==> config.mk <==
export PLATFORM = sky130hd
export DESIGN_NAME = adc2w_host
export DESIGN_NICKNAME = d
export VERILOG_FILES = /design/src/rtl/adc2w_pkg.sv /design/src/rtl/adc2w_phase_timer.sv /design/src/rtl/adc2w_sig_decode.sv /design/src/rtl/adc2w_sign_ext.sv /design/src/rtl/adc2w_host.sv
export SDC_FILE = /design/constraint.sdc
export NUM_CORES = 1
export LEC_CHECK = 0
export ABC_AREA = 1
export BUFFER_PORTS_ARGS = -buffer_cell sky130_fd_sc_hd__buf_4
export CAP_MARGIN = 20
export CORE_ASPECT_RATIO = 0.6
export CORE_MARGIN = 5
export CORE_UTILIZATION = 55
export CTS_BUF_LIST = sky130_fd_sc_hd__clkbuf_2 sky130_fd_sc_hd__clkbuf_4 sky130_fd_sc_hd__clkbuf_8
export DETAILED_ROUTE_END_ITERATION = 6
export PLACE_DENSITY_LB_ADDON = 0.25
export REMOVE_ABC_BUFFERS = 1
export SLEW_MARGIN = 20
export SYNTH_ARGS = -nofsm -noshare
export SYNTH_HDL_FRONTEND = slang
export SYNTH_HIERARCHICAL = 1
export SYNTH_SLANG_ARGS = --single-unit
==> constraint.sdc <==
create_clock -name clk -period 3.5 [get_ports clk]
set_clock_uncertainty 0.1 [all_clocks]
set_input_delay 0.35 -clock clk [delete_from_list [all_inputs] [get_ports clk]]
set_output_delay 0.35 -clock clk [all_outputs]
set_load 0.005 [all_outputs]
==> src/rtl/adc2w_pkg.sv <==
package adc2w_pkg;

    typedef enum logic [3:0] {
        S_IDLE,
        S_START_LO,
        S_RED_HI,
        S_RED_LO,
        S_WAIT,
        S_RD_LO,
        S_RD_HI,
        S_SYNC_HI,
        S_SYNC_LO
    } host_state_e;

    // Classification of a high/low/high data-line sample triple
    typedef enum logic [1:0] {
        SIG_NONE,
        SIG_START,
        SIG_REDUCE,
        SIG_XFER_BUSY
    } sig_e;

endpackage

==> src/rtl/adc2w_phase_timer.sv <==
module adc2w_phase_timer #(
    parameter int CNT_W = 8
) (
    input  logic             clk,
    input  logic             rst_n,
    input  logic             restart,
    output logic [CNT_W-1:0] count
);
    localparam logic [CNT_W-1:0] CNT_MAX = {CNT_W{1'b1}};

    // Cycles spent in the current state; zero on the first cycle of a state
    always_ff @(posedge clk) begin
        if (!rst_n || restart) begin
            count <= '0;
        end else if (count != CNT_MAX) begin
            count <= count + 1'b1;
        end
    end
endmodule

==> src/rtl/adc2w_sig_decode.sv <==
module adc2w_sig_decode
    import adc2w_pkg::*;
(
    input  logic s_hi0,
    input  logic s_lo,
    input  logic s_hi1,
    output sig_e sig
);
    always_comb begin
        unique case ({s_hi0, s_lo, s_hi1})
            3'b110:         sig = SIG_START;
            3'b010:         sig = SIG_REDUCE;
            3'b000, 3'b100: sig = SIG_XFER_BUSY;
            default:        sig = SIG_NONE;
        endcase
    end
endmodule

==> src/rtl/adc2w_sign_ext.sv <==
module adc2w_sign_ext #(
    parameter int W    = 16,
    parameter int NB_W = 5
) (
    input  logic [W-1:0]    raw,
    input  logic [NB_W-1:0] nbits,
    output logic [W-1:0]    ext
);
    logic sign;

    always_comb begin
        sign = 1'b0;
        for (int i = 0; i < W; i++) begin
            if (NB_W'(i + 1) == nbits) sign = raw[i];
        end
        for (int i = 0; i < W; i++) begin
            ext[i] = (NB_W'(i) < nbits) ? raw[i] : sign;
        end
    end
endmodule

==> src/rtl/adc2w_host.sv <==
module adc2w_host
    import adc2w_pkg::*;
#(
    parameter int WORD_W      = 16,
    parameter int MIN_RES     = 10,
    parameter int LO_CYC      = 40,
    parameter int HI_CYC      = 40,
    parameter int TIMEOUT_CYC = 50000,
    parameter int SYNC_LIMIT  = 40
) (
    input  logic                            clk,
    input  logic                            rst_n,
    input  logic                            conv_req,
    input  logic                            sync_req,
    input  logic [$clog2(WORD_W+1)-1:0]     res_req,
    input  logic                            adc_dat,
    output logic                            adc_clk,
    output logic                            busy,
    output logic [WORD_W-1:0]               result,
    output logic                            result_valid,
    output logic                            sync_found,
    output logic                            timeout_err
);
    localparam int RES_W   = $clog2(WORD_W + 1);
    localparam int MAX_RED = WORD_W - MIN_RES;
    localparam int TMR_TOP = (TIMEOUT_CYC > LO_CYC + HI_CYC) ? TIMEOUT_CYC : LO_CYC + HI_CYC;
    localparam int TMR_W   = $clog2(TMR_TOP + 1);
    localparam int EDGE_W  = $clog2(SYNC_LIMIT + 1);
    localparam int RUN_CAP = LO_CYC + HI_CYC;
    localparam int RUN_W   = $clog2(RUN_CAP + 1);

    localparam logic [TMR_W-1:0]  LO_LAST  = TMR_W'(LO_CYC - 1);
    localparam logic [TMR_W-1:0]  HI_LAST  = TMR_W'(HI_CYC - 1);
    localparam logic [TMR_W-1:0]  TMO_LAST = TMR_W'(TIMEOUT_CYC - 1);
    localparam logic [RES_W-1:0]  RES_MIN  = RES_W'(MIN_RES);
    localparam logic [RES_W-1:0]  RES_FULL = RES_W'(WORD_W);
    localparam logic [EDGE_W-1:0] EDGE_MAX = EDGE_W'(SYNC_LIMIT);

    host_state_e       state_q, state_d;
    logic [TMR_W-1:0]  tmr;
    logic [1:0]        dat_sync;
    logic              dat_s;
    logic [RES_W-1:0]  res_eff, res_q, red_left, bits_left;
    logic [WORD_W-1:0] shreg, ext_word;
    logic              armed, samp_a, samp_b, have_b;
    logic [EDGE_W-1:0] edges;
    sig_e              sync_sig;
    logic              lo_end, hi_end, tmo;

    // Two-flop synchroniser on the converter's data line
    always_ff @(posedge clk) begin
        if (!rst_n) dat_sync <= 2'b11;
        else        dat_sync <= {dat_sync[0], adc_dat};
    end
    assign dat_s = dat_sync[1];

    adc2w_phase_timer #(.CNT_W(TMR_W)) u_timer (
        .clk     (clk),
        .rst_n   (rst_n),
        .restart (state_d != state_q),
        .count   (tmr)
    );

    adc2w_sig_decode u_decode (
        .s_hi0 (samp_a),
        .s_lo  (samp_b),
        .s_hi1 (dat_s),
        .sig   (sync_sig)
    );

    adc2w_sign_ext #(.W(WORD_W), .NB_W(RES_W)) u_sext (
        .raw   (shreg),
        .nbits (res_q),
        .ext   (ext_word)
    );

    assign lo_end = (tmr == LO_LAST);
    assign hi_end = (tmr >= HI_LAST);
    assign tmo    = (tmr == TMO_LAST);

    always_comb begin
        if (res_req < RES_MIN)       res_eff = RES_MIN;
        else if (res_req > RES_FULL) res_eff = RES_FULL;
        else                         res_eff = res_req;
    end

    // Next-state logic
    always_comb begin
        state_d = state_q;
        unique case (state_q)
            S_IDLE: begin
                if (sync_req)      state_d = S_SYNC_HI;
                else if (conv_req) state_d = S_START_LO;
            end
            S_START_LO: if (lo_end) state_d = (red_left == '0) ? S_WAIT : S_RED_HI;
            S_RED_HI:   if (hi_end) state_d = S_RED_LO;
            S_RED_LO:   if (lo_end) state_d = (red_left == '0) ? S_WAIT : S_RED_HI;
            S_WAIT: begin
                if (tmo)                            state_d = S_IDLE;
                else if (armed && dat_s && hi_end)  state_d = S_RD_LO;
            end
            S_RD_LO:    if (lo_end) state_d = S_RD_HI;
            S_RD_HI:    if (hi_end) state_d = (bits_left == '0) ? S_IDLE : S_RD_LO;
            S_SYNC_HI: begin
                if (hi_end) begin
                    if (have_b && sync_sig == SIG_START) state_d = S_WAIT;
                    else if (edges == EDGE_MAX)          state_d = S_IDLE;
                    else                                 state_d = S_SYNC_LO;
                end
            end
            S_SYNC_LO:  if (lo_end) state_d = S_SYNC_HI;
            default:    state_d = S_IDLE;
        endcase
    end

    // State register
    always_ff @(posedge clk) begin
        if (!rst_n) state_q <= S_IDLE;
        else        state_q <= state_d;
    end

    // Outputs and datapath
    always_ff @(posedge clk) begin
        if (!rst_n) begin
            adc_clk      <= 1'b1;
            result       <= '0;
            result_valid <= 1'b0;
            sync_found   <= 1'b0;
            timeout_err  <= 1'b0;
            res_q        <= RES_FULL;
            red_left     <= '0;
            bits_left    <= '0;
            shreg        <= '0;
            armed        <= 1'b0;
            samp_a       <= 1'b1;
            samp_b       <= 1'b1;
            have_b       <= 1'b0;
            edges        <= '0;
        end else begin
            adc_clk      <= !(state_d inside {S_START_LO, S_RED_LO, S_RD_LO, S_SYNC_LO});
            result_valid <= (state_q == S_RD_HI) && (state_d == S_IDLE);
            sync_found   <= (state_q == S_SYNC_HI) && (state_d == S_WAIT);
            timeout_err  <= (state_q inside {S_WAIT, S_SYNC_HI}) && (state_d == S_IDLE);

            unique case (state_q)
                S_IDLE: begin
                    if (sync_req) begin
                        res_q  <= RES_FULL;
                        edges  <= '0;
                        have_b <= 1'b0;
                    end else if (conv_req) begin
                        res_q    <= res_eff;
                        red_left <= RES_FULL - res_eff;
                    end
                end
                S_START_LO, S_RED_LO: if (state_d == S_WAIT) armed <= 1'b0;
                S_RED_HI: if (state_d == S_RED_LO) red_left <= red_left - 1'b1;
                S_WAIT: begin
                    if (!dat_s) armed <= 1'b1;
                    if (state_d == S_RD_LO) begin
                        bits_left <= res_q;
                        shreg     <= '0;
                    end
                end
                S_RD_LO: if (lo_end) begin
                    shreg     <= {shreg[WORD_W-2:0], dat_s};
                    bits_left <= bits_left - 1'b1;
                end
                S_RD_HI: if (state_d == S_IDLE) result <= ext_word;
                S_SYNC_HI: if (hi_end) begin
                    samp_a <= dat_s;
                    if (state_d == S_SYNC_LO) edges <= edges + 1'b1;
                    if (state_d == S_WAIT)    armed <= 1'b1;
                end
                S_SYNC_LO: if (lo_end) begin
                    samp_b <= dat_s;
                    have_b <= 1'b1;
                end
                default: ;
            endcase
        end
    end

    assign busy = (state_q != S_IDLE);

    // ---------------- assertions ----------------
    logic             clk_d;
    logic [RUN_W-1:0] run;

    always_ff @(posedge clk) begin
        if (!rst_n) begin
            clk_d <= 1'b1;
            run   <= RUN_W'(RUN_CAP);
        end else begin
            clk_d <= adc_clk;
            if (adc_clk != clk_d)            run <= RUN_W'(1);
            else if (run != RUN_W'(RUN_CAP)) run <= run + 1'b1;
        end
    end

    p_low_width_r11: assert property (@(posedge clk) disable iff (!rst_n)
        (adc_clk && !clk_d) |-> (run == RUN_W'(LO_CYC)));

    p_high_width_r11: assert property (@(posedge clk) disable iff (!rst_n)
        (!adc_clk && clk_d) |-> (run >= RUN_W'(HI_CYC)));

    p_red_bound_r2: assert property (@(posedge clk) disable iff (!rst_n)
        red_left <= RES_W'(MAX_RED));

    p_wait_armed_r3: assert property (@(posedge clk) disable iff (!rst_n)
        (state_q == S_WAIT && !armed) |=> (state_q != S_RD_LO));

    p_wait_clk_high_r3: assert property (@(posedge clk) disable iff (!rst_n)
        (state_q == S_WAIT) |-> adc_clk);

    p_valid_pulse_r5: assert property (@(posedge clk) disable iff (!rst_n)
        result_valid |=> !result_valid);

    p_valid_idle_r5: assert property (@(posedge clk) disable iff (!rst_n)
        result_valid |-> !busy);

    p_err_clean_r6: assert property (@(posedge clk) disable iff (!rst_n)
        timeout_err |-> (!result_valid && !busy && adc_clk));

    p_start_from_idle_r7: assert property (@(posedge clk) disable iff (!rst_n)
        (state_q == S_START_LO) |-> ($past(state_q) inside {S_IDLE, S_START_LO}));

    p_found_full_r8: assert property (@(posedge clk) disable iff (!rst_n)
        sync_found |-> (state_q == S_WAIT && res_q == RES_FULL));

    p_sync_limit_r9: assert property (@(posedge clk) disable iff (!rst_n)
        edges <= EDGE_MAX);

endmodule

# --- After elaboration in Yosys (flattened, before gate mapping) ---
# Index checks and enable logic that the tools add are counted.
op_classes:
  add_sub_neg: 5
  mul: 0
  div: 0
  magnitude_cmp: 19
  n_eq_ne: 50
  n_shift: 0
  n_mux: 74
  bitwise: 0
  reduce_logical: 34
op_table:
  columns: ["op", "count"]
  rows:
  - ["2-to-1 mux 4 bit", 12]
  - ["2-to-1 mux 5 bit", 9]
  - ["equality test 4 x 5 -> 1 bit (first input constant)", 8]
  - ["less-than comparator 4 x 5 -> 1 bit (first input constant)", 8]
  - ["2-to-1 mux 1 bit", 38]
  - ["2-to-1 mux 16 bit", 2]
  - ["one-hot mux 16 bit (2 select lines)", 1]
  - ["one-hot mux 4 bit (8 select lines)", 1]
  - ["equality test 4 x 3 -> 1 bit (second input constant)", 6]
  - ["equality test 3 x 5 -> 1 bit (first input constant)", 4]
  - ["less-than comparator 3 x 5 -> 1 bit (first input constant)", 4]
  - ["!= test 2 bit (second input constant)", 10]
  - ["one-hot mux 5 bit (2 select lines)", 2]
  - ["2-to-1 mux 6 bit", 3]
  - ["adder 16 x 1 -> 16 bit (second input constant)", 1]
  - ["equality test 16 bit (second input constant)", 1]
  - ["equality test 16 x 6 -> 1 bit (second input constant)", 1]
  - ["greater-or-equal comparator 16 x 6 -> 1 bit (second input constant)", 1]
  - ["!= test 16 bit (second input constant)", 1]
  - ["equality test 4 x 2 -> 1 bit (second input constant)", 3]
  - ["one-hot mux 6 bit (2 select lines)", 1]
  - ["nonzero test 2 bit", 6]
  - ["equality test 2 x 5 -> 1 bit (first input constant)", 2]
  - ["logical NOT 5 bit", 2]
  - ["33 further kinds", 55]
totals:
  reg_bits: 83
  latchBits: 0
  mem_bits_rw: 0
  rom_bits: 0
  in_bits: 10
  wordCells: 199
  n_memories: 0

# --- Longest topological paths before layout ---
depth:
  ltp_word: 18
  mapped_depth: 16
  mapped_depth_nobuf: 16

# --- Cells and area by module ---
# The synthesis kept the hierarchy.
modules_own_cells:
  columns: ["module", "n_inst", "cells_per_inst", "area_each_um2", "seq_area_each_um2"]
  rows:
  - ["adc2w_host", 1, 473, 3579.7, 1341.3]
  - ["adc2w_phase_timer", 1, 139, 920.9, 320.3]
  - ["adc2w_sign_ext", 1, 109, 556.8, 0.0]
  - ["adc2w_sig_decode", 1, 3, 17.5, 0.0]

# --- Worst setup path before layout ---
# Ideal clock, no wire load.
synth_timing:
  kind: "flip-flop to flip-flop"
  start: "reg u_timer.count[2]"
  end: "reg u_timer.count[2]"
  setup_time_ns: 0.075
  arrival_time_ns: 2.148
  setup_slack_ns: 1.176
  path_stages_with_launch: 13
  n_path_buf: 0
  synth_period_minus_slack_ns: 2.324
  cell_sequence: "dfxtp_1 > inv_1 > o21bai_1 > nand2_1 > nand3_1 > nand2_1 > a21oi_1 > nand2_4 > xnor2_1 > nand4_1 > nor2_8 > clkinv_1 > a31oi_1"
synth_via:
  elab_chain_len: 7
  elab_cells_between_ends: 17
  classes_between: "add/sub: 1; order compare: 1; eq/ne: 4; mux: 9; reduce/logical: 2"
synth_rtl:
  columns: ["item", "line", "rtl"]
  rows:
  - ["start: declaration", "adc2w_phase_timer.sv:7", "output logic [CNT_W-1:0] count"]
  - ["start signal: assignment", "adc2w_phase_timer.sv:16", "count <= count + 1'b1;"]
  - ["greater-or-equal comparator 16 x 6 -> 1 bit", "adc2w_host.sv:78", "assign hi_end = (tmr >= HI_LAST);"]
  - ["logical AND 1 bit", "adc2w_host.sv:100", "else if (armed && dat_s && hi_end) state_d = S_RD_LO;"]
  - ["2-to-1 mux 4 bit", "adc2w_host.sv:100", null]
  - ["2-to-1 mux 4 bit", "adc2w_host.sv:99", "if (tmo) state_d = S_IDLE;"]
  - ["one-hot mux 4 bit (8 select lines)", "adc2w_host.sv:90", "unique case (state_q)"]
  - ["!= test 4 bit", "adc2w_host.sv:60", ".restart (state_d != state_q),"]
  - ["logical OR 1 bit", "adc2w_phase_timer.sv:13", "if (!rst_n || restart) begin"]
# Several ways; a longest one is shown, not always the timed one.
# A chain may end at the register's enable or synchronous reset.

# --- Worst setup path after layout ---
layout_timing:
  start: "reg u_timer.count[0]"
  end: "reg u_timer.count[7]"
# The elaborated chain is that of the path after synthesis.

==> impl_metrics.py <==
metrics = {
    "sta": {
        "post-route-period-util_pct": 82.87,
        "holdWs_ns": 0.08197,
        "layout_min_cycle_time_ns": 2.900,
        "clock.fmax_mhz": 344.8,
        "report.final.slew_viol_count": 0,
        "tightestPinTransition_ns": 0.4993,
        "slew-limit-headroom_pct": 66.68,
        "final.setup.tns_ns": 0,
        "postLayoutSetupSlackWorst_ns": 0.5996,
        "setup_viol_count_final": 0,
        "hold_viol_final": 0,
        "rsz0062_at_grt": "no",
    },
    "drt": {
        "routed_wirelength_um": 13020,
        "routed_via_density": 5.593,
        "drcViolationCount": 0,
        "dr_total_vias": 4894,
        "post_drt_wl_per_cell_um": 14.88,
        "first_drt_pass_iteration_count": 5,
        "ant_nets": 0,
        "detail_route.iter0.violations": 595,
    },
    "flow_run": {
        "maxCapViolations": 0,
    },
    "power_and_ir_drop": {
        "maximum_ir_drop_on_the_vdd_rail_mv": 0.3916,
        "static-leakage-power_uw": 0.002442,
        "power_per_cell_area_mw_per_mm2": 603.1,
    },
    "critical_path": {
        "critical_path.reg2reg.endpoint": "u_timer/count[7]",
        "r2r_setup_slack_ns": 0.60,
        "cp-end-kind": "flip-flop",
        "crit_required_ns": 3.67,
        "regToRegStartpoint": "u_timer/count[0]",
        "rr_worst_depth": 14,
        "critical_path_class": "reg2reg",
        "worst_setup_path_start_kind": "flip-flop",
        "timing.critical_path.fanout_max": 9,
        "cp_data_arrival_time_ns": 3.07,
    },
    "die": {
        "std_cell_rows": 27,
        "num_io_pins": 31,
        "floorplan.core_area_mm2": 0.009087,
        "floorplan_die_height_um": 84.41,
        "die_w_um": 134.0,
        "floorplan.initialDensity_pct": 55.84,
        "dieArea_mm2": 0.01131,
    },
    "hold_path": {
        "worstHoldEndpoint": "dat_sync[0]",
        "hold_start": "adc_dat",
        "worst_hold_path_type": "in2reg",
        "min_delay_path_depth": 2,
    },
    "synthesis": {
        "flip_flop_and_latch_count_after_synthesis": 83,
        "synth.distinct_cells": 53,
        "synth-seq-area-share_pct": 32.74,
        "synth.most_common_cell": "nand2_1",
        "synth-edff-count": 0,
        "synth.cell_area_mm2": 0.005075,
        "netlist.area_leader.share_pct": 32.74,
        "synth_async_sr_flop_share_pct": 0,
        "synth_area_leader_cell": "dfxtp_1",
        "yosys_warns": 6,
        "ys_dominant_reg_cell": "dfxtp_1",
        "synth_cells": 724,
        "yosys-top-cells-count": "nand2_1, dfxtp_1, inv_1, nor2_1, nand3_1",
        "synth_area_per_cell_um2": 7.009,
        "ys_top_cells_by_area": "dfxtp_1, nand2_1, inv_1, nand3_1, nor2_1",
    },
    "global_route": {
        "globalRouteTotalUtil_pct": 23.24,
        "grt_pass1_wl_um": 21360,
        "globalRoute.totalOverflow": 0,
        "first_global_vias": 4265,
        "antenna_violations_before_repair": 0,
        "grt_max_degree": 25,
    },
    "place": {
        "dp.cells": 860,
        "weighted_congestion_at_the_end_of_routability_driven_global_placement": 0.9990,
        "placement.io_buffers": 30,
        "pre_cts_ws_ns": 0.6629,
        "dp_hpwl_um": 9887,
    },
    "clock_network": {
        "cts_inserted_buffers": 9,
        "cts-hold-fix-buffers": 0,
        "postCtsResizedCells": 0,
        "clock_latency_of_the_later_clocked_register_in_the_worst_skew_pair_ns": 0.36,
        "clk_root_buffer_cell": "clkbuf_8",
        "cts-htree-levels": 3,
        "tritoncts": "yes",
        "cts.sinks": 83,
        "ctsLongestPathBuffers": 2,
        "clkTransAtPathRegs_ns": 0.08,
        "cts_setup_buffers": 0,
    },
    "finish": {
        "design.final.nets": 773,
        "flow.area_growth_from_synthesis_pct": 10.08,
        "multi_input_area_mm2": 0.002914,
        "flip_flop_and_latch_area_mm2": 0.001662,
        "n_antenna_cell": 0,
        "instances_no_fill": 875,
        "layout-drive-gt1-share_pct": 18.84,
        "nFillCells": 822,
    },
    "status": {
        "status": "complete, no violations",
    },
}
## metal layers
layer  up-vias  share of wire (%)  global-route usage (%)
met5         -                  0                       0
met2       219                 39                   32.02
met1      2242                 51                   36.32
met4         0               0.58                   4.529
met3         8                9.1                   5.749
li1       2425                  -                       -
## where the power goes
group / internal (uW) / leakage (uW) / switching (uW)
logic: 444 / 0.00166 / 1000
clock network: 443 / 0.000114 / 338
registers: 1030 / 0.000672 / 112
## kinds of logic (layout without fill, tap and decap cells)
group,Yosys count,after routing,share of synthesized area (%)
xor+xnor,7,7,1.208
buf+inv,112,147,9.837
compound gates,109,109,12.35
flops,83,83,32.74
mux,1,1,0.1972
simple gates,404,404,41.69
fa+ha+maj,8,8,1.972
## how the worst max path moves through the flow
stage                            end             start  depth (start not counted)  slack [ns]
floorplan           u_timer/count[2]        state_q[2]                         11        0.98
global placement    u_timer/count[2]        state_q[1]                         12        0.78
detailed placement  u_timer/count[7]  u_timer/count[2]                         12        0.66
CTS                 u_timer/count[7]  u_timer/count[0]                         12        0.62
global route        u_timer/count[7]  u_timer/count[0]                         12        0.34
finish              u_timer/count[7]  u_timer/count[0]                         14        0.60
## worst max-delay path, stage by stage, from the launching register on
cell and delay, ns:
dfxtp_1 0.43, nand2_1 0.13, inv_1 0.08, nand2_1 0.05
nor2_1 0.24, nand2_1 0.14, nand2_1 0.11, nand2_1 0.08
nor2_2 0.19, nand3_4 0.15, xor2_1 0.17, nand4_1 0.22
nor2_8 0.22, clkinv_1 0.27, a31oi_1 0.24
## flip-flops by register name, indices dropped and copies added, names as in the netlist
register	count
shreg	16
dat_sync	2
bits_left	5
state_q	4
armed	1
samp_b	1
sync_found	1
red_left	5
result	16
timeout_err	1
u_timer/count	16
adc_clk	1
res_q	5
samp_a	1
result_valid	1
edges	6
have_b	1
## cell usage in the layout (no fill, tap or decap), drive strengths merged
master	n
o31ai	1
or2	4
nor4	1
ha	8
o21ai	33
bufinv	3
a21o	1
nor3	17
nor3b	4
clkinv	3
nand4	32
mux2i	1
inv	93
xnor2	4
buf	35
o22ai	1
a211oi	4
o21bai	1
a31oi	8
o211ai	2
nand3	55
nand3b	4
a21oi	55
nor2	87
nand2	198
a31o	1
nor2b	1
clkbuf	13
xor2	3
o21a	1
and3	1
dfxtp	83
a311oi	1
## cell type report
cell class,count,share of cell area [%]
Sequential cell,83,29.74
Timing Repair Buffer,35,4.703
Clock inverter,2,1.075
Clock buffer,13,2.867
Multi-Input combinational cell,529,52.16
Tap cell,116,2.598
Inverter,97,6.853
## per-stage QoR
stage	util, %	cell area [um2]	power [uW]
after floorplan	-	4959	2262
after global placement	59.05	5366	2553
after detailed placement	59.05	5366	2588
after CTS	61.48	5587	3375
after global routing	61.48	5587	3591
final	61.48	5587	3369
Power figures use the tool's default switching activity.
